$ cat config.mk
export PLATFORM = sky130hd
export DESIGN_NAME = ts_out_fmt
export DESIGN_NICKNAME = d
export VERILOG_FILES = /design/src/rtl/ts_out_pkg.sv /design/src/rtl/ts_beat_gen.sv /design/src/rtl/ts_pkt_tracker.sv /design/src/rtl/ts_serializer.sv /design/src/rtl/ts_out_fmt.sv
export SDC_FILE = /design/constraint.sdc
export NUM_CORES = 1
export LEC_CHECK = 0
export ABC_AREA = 1
export BUFFER_PORTS_ARGS = -buffer_cell sky130_fd_sc_hd__buf_2
export CORE_ASPECT_RATIO = 0.6
export CORE_MARGIN = 2
export CORE_UTILIZATION = 52
export CTS_BUF_LIST = sky130_fd_sc_hd__clkbuf_2 sky130_fd_sc_hd__clkbuf_4 sky130_fd_sc_hd__clkbuf_8
export DETAILED_ROUTE_END_ITERATION = 6
export GPL_TIMING_DRIVEN = 0
export PLACE_DENSITY = 0.89
export SETUP_SLACK_MARGIN = 0.4
export SYNTH_ARGS = -nofsm -noshare
export SYNTH_HDL_FRONTEND = slang
export SYNTH_SLANG_ARGS = --single-unit
$ cat constraint.sdc
create_clock -name clk_i -period 1.81 [get_ports clk_i]
set_clock_uncertainty 0.2 [all_clocks]
set_input_delay 0.181 -clock clk_i [delete_from_list [all_inputs] [get_ports clk_i]]
set_output_delay 0.181 -clock clk_i [all_outputs]
set_load 0.005 [all_outputs]
$ cat src/rtl/ts_out_pkg.sv
package ts_out_pkg;
  typedef struct packed {
    logic       err;
    logic       sync;
    logic       valid;
  } ts_flags_t;
endpackage

$ cat src/rtl/ts_beat_gen.sv
module ts_beat_gen (
  input  logic clk_i,
  input  logic rst_ni,
  input  logic launch_fall_i,
  output logic tick_o,
  output logic ts_clk_o
);
  logic ph_q;

  always_ff @(posedge clk_i or negedge rst_ni) begin
    if (!rst_ni) ph_q <= 1'b0;
    else         ph_q <= ~ph_q;
  end

  // last core clock of a beat; outputs reload at the following edge
  assign tick_o   = ph_q;
  assign ts_clk_o = launch_fall_i ? ph_q : ~ph_q;


  beat_toggle_chk: assert property (@(posedge clk_i) disable iff (!rst_ni)
    1'b1 |=> (ph_q != $past(ph_q)));
endmodule

$ cat src/rtl/ts_pkt_tracker.sv
module ts_pkt_tracker #(
  parameter int PKT_LEN = 188
) (
  input  logic clk_i,
  input  logic rst_ni,
  input  logic accept_i,
  input  logic sop_i,
  input  logic uncor_i,
  output logic keep_o,
  output logic pkt_uncor_o,
  output logic in_pkt_o
);
  localparam int IW = $clog2(PKT_LEN);
  localparam logic [IW-1:0] LAST_IDX = IW'(PKT_LEN - 1);

  logic [IW-1:0] idx_q;
  logic          in_pkt_q;
  logic          uncor_q;

  always_ff @(posedge clk_i or negedge rst_ni) begin
    if (!rst_ni) begin
      idx_q    <= '0;
      in_pkt_q <= 1'b0;
      uncor_q  <= 1'b0;
    end else if (accept_i) begin
      if (sop_i) begin
        idx_q    <= IW'(1);
        in_pkt_q <= 1'b1;
        uncor_q  <= uncor_i;
      end else if (in_pkt_q) begin
        if (idx_q == LAST_IDX) begin
          idx_q    <= '0;
          in_pkt_q <= 1'b0;
        end else begin
          idx_q <= idx_q + IW'(1);
        end
      end
    end
  end

  assign keep_o      = sop_i | in_pkt_q;
  assign pkt_uncor_o = sop_i ? uncor_i : uncor_q;
  assign in_pkt_o    = in_pkt_q;


  pkt_len_chk: assert property (@(posedge clk_i) disable iff (!rst_ni)
    idx_q <= LAST_IDX);

  closed_idx_chk: assert property (@(posedge clk_i) disable iff (!rst_ni)
    !in_pkt_q |-> (idx_q == '0));
endmodule

$ cat src/rtl/ts_serializer.sv
module ts_serializer #(
  parameter int DATA_W = 8
) (
  input  logic              clk_i,
  input  logic              rst_ni,
  input  logic              tick_i,
  input  logic              serial_i,
  input  logic              load_i,
  input  logic [DATA_W-1:0] data_i,
  output logic              can_take_o,
  output logic              step_o,
  output logic              busy_o,
  output logic              cur_bit_o
);
  localparam int BW = $clog2(DATA_W);
  localparam logic [BW-1:0] LAST_BIT = BW'(DATA_W - 1);

  logic [DATA_W-1:0] shift_q;
  logic [BW-1:0]     bit_idx_q;
  logic              busy_q;

  assign can_take_o = !busy_q || (bit_idx_q == LAST_BIT);
  assign step_o     = tick_i && busy_q && (bit_idx_q != LAST_BIT);
  assign busy_o     = busy_q;
  assign cur_bit_o  = load_i ? data_i[DATA_W-1] : shift_q[DATA_W-1];

  always_ff @(posedge clk_i or negedge rst_ni) begin
    if (!rst_ni) begin
      shift_q   <= '0;
      bit_idx_q <= '0;
      busy_q    <= 1'b0;
    end else if (tick_i) begin
      if (load_i && serial_i) begin
        shift_q   <= {data_i[DATA_W-2:0], 1'b0};
        bit_idx_q <= '0;
        busy_q    <= 1'b1;
      end else if (step_o) begin
        shift_q   <= {shift_q[DATA_W-2:0], 1'b0};
        bit_idx_q <= bit_idx_q + BW'(1);
      end else begin
        bit_idx_q <= '0;
        busy_q    <= 1'b0;
      end
    end
  end


  shift_advance_chk: assert property (@(posedge clk_i) disable iff (!rst_ni)
    (tick_i && busy_q && bit_idx_q != LAST_BIT) |=>
      (busy_q && bit_idx_q == $past(bit_idx_q) + BW'(1)));

  no_take_mid_byte_chk: assert property (@(posedge clk_i) disable iff (!rst_ni)
    (busy_q && bit_idx_q != LAST_BIT) |-> !load_i);
endmodule

$ cat src/rtl/ts_out_fmt.sv
module ts_out_fmt #(
  parameter int DATA_W  = 8,
  parameter int PKT_LEN = 188
) (
  input  logic              clk_i,
  input  logic              rst_ni,
  input  logic [DATA_W-1:0] in_data_i,
  input  logic              in_valid_i,
  input  logic              in_sop_i,
  input  logic              in_uncor_i,
  output logic              in_ready_o,
  input  logic              cfg_serial_i,
  input  logic              cfg_fall_i,
  output logic              ts_clk_o,
  output logic [DATA_W-1:0] ts_data_o,
  output logic              ts_valid_o,
  output logic              ts_sync_o,
  output logic              ts_err_o
);
  import ts_out_pkg::*;

  logic tick, accept, keep, pkt_uncor, in_pkt;
  logic can_take, step, busy, cur_bit;
  logic [DATA_W-1:0] data_q;
  ts_flags_t         flags_q;

  ts_beat_gen u_beat (
    .clk_i         (clk_i),
    .rst_ni        (rst_ni),
    .launch_fall_i (cfg_fall_i),
    .tick_o        (tick),
    .ts_clk_o      (ts_clk_o)
  );

  ts_pkt_tracker #(.PKT_LEN(PKT_LEN)) u_track (
    .clk_i       (clk_i),
    .rst_ni      (rst_ni),
    .accept_i    (accept),
    .sop_i       (in_sop_i),
    .uncor_i     (in_uncor_i),
    .keep_o      (keep),
    .pkt_uncor_o (pkt_uncor),
    .in_pkt_o    (in_pkt)
  );

  ts_serializer #(.DATA_W(DATA_W)) u_ser (
    .clk_i      (clk_i),
    .rst_ni     (rst_ni),
    .tick_i     (tick),
    .serial_i   (cfg_serial_i),
    .load_i     (accept && keep),
    .data_i     (in_data_i),
    .can_take_o (can_take),
    .step_o     (step),
    .busy_o     (busy),
    .cur_bit_o  (cur_bit)
  );

  assign in_ready_o = tick && (!cfg_serial_i || can_take);
  assign accept     = in_valid_i && in_ready_o;

  always_ff @(posedge clk_i or negedge rst_ni) begin
    if (!rst_ni) begin
      data_q  <= '0;
      flags_q <= '0;
    end else if (tick) begin
      if (accept && keep) begin
        data_q  <= cfg_serial_i ? {{(DATA_W-1){1'b0}}, cur_bit} : in_data_i;
        flags_q <= '{err: pkt_uncor, sync: in_sop_i, valid: 1'b1};
      end else if (step) begin
        data_q  <= {{(DATA_W-1){1'b0}}, cur_bit};
      end else begin
        flags_q <= '0;
      end
    end
  end

  assign ts_data_o  = data_q;
  assign ts_valid_o = flags_q.valid;
  assign ts_sync_o  = flags_q.sync;
  assign ts_err_o   = flags_q.err;


  sync_in_pkt_chk: assert property (@(posedge clk_i) disable iff (!rst_ni)
    ts_sync_o |-> ts_valid_o);

  err_in_pkt_chk: assert property (@(posedge clk_i) disable iff (!rst_ni)
    ts_err_o |-> ts_valid_o);

  idle_hold_chk: assert property (@(posedge clk_i) disable iff (!rst_ni)
    !ts_valid_o ##1 !ts_valid_o |-> $stable(ts_data_o));

  launch_only_chk: assert property (@(posedge clk_i) disable iff (!rst_ni)
    !tick |=> ($stable(ts_data_o) && $stable(flags_q)));

  ready_once_chk: assert property (@(posedge clk_i) disable iff (!rst_ni)
    in_ready_o |=> !in_ready_o);

  cfg_quiet_chk: assert property (@(posedge clk_i) disable iff (!rst_ni)
    (in_pkt || busy) |=> ($stable(cfg_serial_i) && $stable(cfg_fall_i)));
endmodule

# == Word-level counts from Yosys, hierarchy flattened ==
# Cells that the tools add are included.
# totals
reg_bits,34
in_bits,15
out_inout_bits,13
word_cells,58
# classes
add_sub_neg,2
eq_ne,5
muxes,20
n_bitwise,2
n_reduce_logical,18
# ops
cell,count
8-bit 2-to-1 mux,8
3-bit 2-to-1 mux,4
2-bit AND reduction,5
8-bit by 1-bit adder with 8-bit output (second input constant),1
8-bit equality test (second input constant),1
1-bit 2-to-1 mux,8
1-bit logical AND,6
2-bit nonzero test,3
2-bit by 1-bit inequality test with 1-bit output (second input constant),2
3-bit by 1-bit adder with 3-bit output (second input constant),1
3-bit equality test (second input constant),1
3-bit inequality test (second input constant),1
1-bit logical NOT,2
1-bit logical OR,2
1-bit inverter,1
1-bit OR,1

# == Depth between registers and ports, before layout ==
# logic_depth
ltp_word,9
ltp_mapped,10

# == By module ==
# From an unflattened synthesis, not the netlist that was laid out.
# hier_totals
cells_unflattened,234
area_unflattened_um2,1801.7
# by_module_without_submodules
module,instances,cells_per_inst,area_per_inst_um2
ts_serializer,1,78,621.8
ts_pkt_tracker,1,86,611.8
ts_out_fmt,1,64,519.2
ts_beat_gen,1,6,48.8

# == Least setup slack after synthesis ==
# Ideal clock, no wire load.
# synth_path
path_type,reg2reg
from,reg u_ser.bit_idx_q[0]
to,reg u_track.idx_q[5]
setup_time_ns,0.119
arrival_ns,1.420
required_ns,1.491
setup_slack_ns,0.071
path_stages_with_launch,10
n_path_buf,1
period_less_slack_ns,1.739
cell_sequence,dfrtp_1 > ha_1 > ha_1 > inv_1 > nand3_2 > nand4_4 > inv_4 > buf_12 > a21oi_2 > a21oi_2
# synth_between
elab_chain_cells,6
# synth_rtl
element,line,source
start: declaration,ts_serializer.sv:19,logic [BW-1:0] bit_idx_q;
start signal: assignment,ts_serializer.sv:39,bit_idx_q <= bit_idx_q + BW'(1);
3-bit equality test,ts_serializer.sv:22,assign can_take_o = !busy_q || (bit_idx_q == LAST_BIT);
1-bit logical OR,ts_serializer.sv:22,
1-bit logical OR,ts_out_fmt.sv:59,assign in_ready_o = tick && (!cfg_serial_i || can_take);
1-bit logical AND,ts_out_fmt.sv:59,
1-bit logical AND,ts_out_fmt.sv:60,assign accept = in_valid_i && in_ready_o;
2-bit AND reduction (no source line),-,
end signal: assignment,ts_pkt_tracker.sv:35,idx_q <= idx_q + IW'(1);
end: declaration,ts_pkt_tracker.sv:16,logic [IW-1:0] idx_q;
# Every way passes these cells.
# A chain may end at the register's enable or synchronous reset.

# == Worst setup path after layout ==
# layout_path
from,reg u_ser.bit_idx_q[0]
to,reg u_track.idx_q[7]
# Same word-level chain as after synthesis.

==> reports/qor.csv <==
metric,value,unit
status,finished with violations,
failing checks,"negative hold slack, negative setup slack",
Reg2Reg Depth,11,
"Net Count, Synth",216,
drt wl/cell,16.3,um
Max Buffers Root-to-Sink,2,
vias in the first global route,1372,
TritonCTS clock tree,yes,
vias per cell,5.41,
Worst path max stage delay,0.36,ns
core area,2970,sq um
Die H,48.0,um
Crit Path Max Fanout,6,
detailed-router iteration count before antenna repair,4,
FF-to-FF Start,u_ser.bit_idx_q[0],
Reg area,826,sq um
cell area after layout,2420,sq um
row cnt,15,
HPWL Detailed,2540,um
Tcrit/Tclk final,105,%
DP Area,1890,sq um
fillers,156,
"Arr. time, crit path",1.89,ns
R2R setup slack,-0.09,ns
# DRC,0,
CP Capture Point,u_track.idx_q[7],
total number of vias,1612,
Hold Path Class,in -> reg,
fin util,81.6,%
Post-Syn Area,1680,sq um
RSZ-0062 raised after global routing,true,
total grt overflow,0,
Initial Util,56.5,%
setup violators final,18,
Cells after Synth,198,
Static Leak,1.21,nW
# nets final,273,
share of layout cells above drive strength 1,40.0,%
Pwr Density,1210,nW/um^2
syn avg cell area,8.47,sq um
Startpoint Class,flop,
Post-synth EDFFs,0,
clock-pin slew on the worst setup and hold paths,0.07,ns
htree depth,2,
First DRT Iteration DRCs,153,
"Slew Viols, Final",0,
Fin Hold WS,-0.0116,ns
IO Port Bufs,27,
total power,0.00293,W
WS Path Type,reg -> reg,
largest net degree at the start of global routing,34,
"Clk Latency, worst-skew pair",0.30,ns
Boundary Pins,28,
Placer Congestion,0.866,
total CTS buffers,5,
die area,3710,sq um
Tightest Pin Transition,0.726,ns
DIE WIDTH,77.3,um
crit path launch,u_ser.bit_idx_q[0],
drt total wl,4850,um
Worst Path Required,1.81,ns
CTS root buffer,clkbuf_8,
first-pass GRT wire length,6460,um
post-synth cell types,27,
ys async rst share,100,%
register area share after synthesis,49.3,%
post-route ant nets,0,
maximum VDD drop,788,uV
Sink Count,33,
Total GRT Usage,24.0,%
Final WS setup,-0.0857,ns
Rel. slew slack,51.6,%
final hold vios,2,
"slowest stage cell, crit path",dfrtp_1,
CP cell instances,"ha_2, ha_4, inv_4, nand3_4, nand4_4, buf_12, inv_8, buf_12, nand2_1, nand2_1, inv_1",
area of the multi-input gates,887,sq um
initial antenna violation count,0,
FF-to-FF End,u_track.idx_q[7],
Fmax,527,MHz
crit path time final,1.90,ns
"flops & latches, synth",33,
predominant post-synthesis flop cell,dfrtp_1,
Crit. End Element,flop,
yosys warns,0,
Max-Cap Viols,0,
area grow syn2layout,44.4,%
[per-layer routing]
layer / vias to the layer above / track usage (%) / part of all wire, %
met1: 770 / 31.5 / 42
met5: - / 0 / 0
met4: 0 / 8.57 / 1.8
met2: 80 / 39.5 / 49
li1: 752 / - / -
met3: 10 / 6.98 / 6.8
[power breakdown]
group	switching, W	internal [W]	total [W]
sequential	0.000146	0.000944	0.00109
clock	0.000282	0.000400	0.000681
combinational	0.000603	0.000555	0.00116
total	0.00103	0.00190	0.00293
[cell usage after synthesis, types with 3 or more instances]
cell type | n | area (sq um)
nand2_1 | 58 | 218
dfrtp_1 | 33 | 826
inv_1 | 26 | 97.6
o21ai_0 | 18 | 90.1
nand3_1 | 14 | 70.1
nor2_1 | 11 | 41.3
a21oi_2 | 4 | 35.0
o21bai_1 | 4 | 30.0
a21oi_1 | 3 | 15.0
ha_1 | 3 | 37.5
[through the flow]
| stage | setup WS, ns | hold slack [ns] | TNS [ns] | instances |
|---|---|---|---|---|
| final | -0.0857 | -0.0116 | -0.680 | 298 |
| after global routing | -0.155 | 0.0103 | -2.29 | 297 |
| after CTS | 0.0211 | 0.00680 | 0 | 289 |
| after detailed placement | -0.0756 | 0.0822 | -0.416 | 267 |
| after global placement | -0.0391 | 0.0703 | -0.169 | 267 |
| after floorplan | 0.0896 | -0.315 | 0 | 198 |
[cell type report]
type	count	area share (%)
multi-input cells	133	36.6
clock inverters	2	1.45
inverters	29	5.01
well taps	42	2.17
clock buffers	5	2.84
diodes	1	0.103
flip-flops and latches	33	34.1
repair buffers	50	15.6
plain buffers	3	2.07
[worst min-delay path by stage]
stage          startpoint          endpoint  slack (ns)  cells past startpoint
6_report         in_sop_i  u_track.in_pkt_o       -0.01                      3
3_3_place_gp       rst_ni  u_track.idx_q[4]        0.07                      1
5_1_grt          in_sop_i  u_track.in_pkt_o        0.01                      3
3_5_place_dp       rst_ni  u_track.idx_q[5]        0.08                      1
2_1_floorplan      rst_ni      ts_data_o[0]       -0.31                      0
4_1_cts          in_sop_i  u_track.in_pkt_o       0.007                      3
[cells by family (layout without fill, tap and decap cells)]
group | count (synthesis) | count (layout) | synth area share (%)
xor gates and xnor gates | 1 | 1 | 0.522
adders and majority gates | 3 | 3 | 2.24
and+or+nand+nor | 93 | 93 | 25.6
AOI/OAI and AO/OA | 36 | 36 | 13.6
other | 0 | 1 | 0
DFF | 33 | 33 | 49.3
buffers and inverters | 32 | 89 | 8.81
[critical path, delay by kind of cell, from the launching register on]
family / cells / cell delay [ns]
fa+ha+maj: 2 / 0.32
buf+inv: 5 / 0.49
flops: 1 / 0.36
simple gates: 4 / 0.40
[repair_timing]
| action | 4_1_cts | 5_1_grt |
|---|---|---|
| setup endpoints to repair | 34 | 34 |
| gates resized for setup | 18 | 39 |
| endpoints found under the hold margin | 41 | 0 |
| setup buffers | 5 | 7 |
| gates cloned | 0 | 1 |
| hold buffers | 10 | 0 |
| pin swaps | 5 | 11 |
[cell usage in the layout, fill, tap and decap left out, types with 2 or more instances in the layout]
cell           synthesis  layout
nand2_1               58      48
dfrtp_1               33      33
buf_2                  0      27
inv_1                 26      22
nand2_2                2      10
nor2_1                11      10
dlygate4sd3_1          0      10
o21ai_2                0       7
o21ai_0               18       7
buf_4                  0       7
nand3_1               14       6
o21ai_1                2       6
nand3_2                1       6
clkbuf_8               0       5
inv_2                  2       4
o21bai_1               4       4
buf_6                  1       4
nand3_4                0       3
a21oi_2                4       3
a21oi_1                3       3
buf_8                  0       2
inv_4                  1       2
nand2_4                2       2
a22o_1                 2       2
buf_12                 1       2
nand2_8                0       2
o21bai_2               2       2
nor2_4                 2       2
[state kept, by name (all words and copies together) (netlist names)]
register / flops
ts_data_o: 8
ts_err_o: 1
ts_sync_o: 1
ts_valid_o: 1
u_beat.tick_o: 1
u_ser.bit_idx_q: 3
u_ser.busy_o: 1
u_ser.shift_q: 7
u_track.idx_q: 8
u_track.in_pkt_o: 1
u_track.uncor_q: 1
Power figures use the tool's default switching activity.
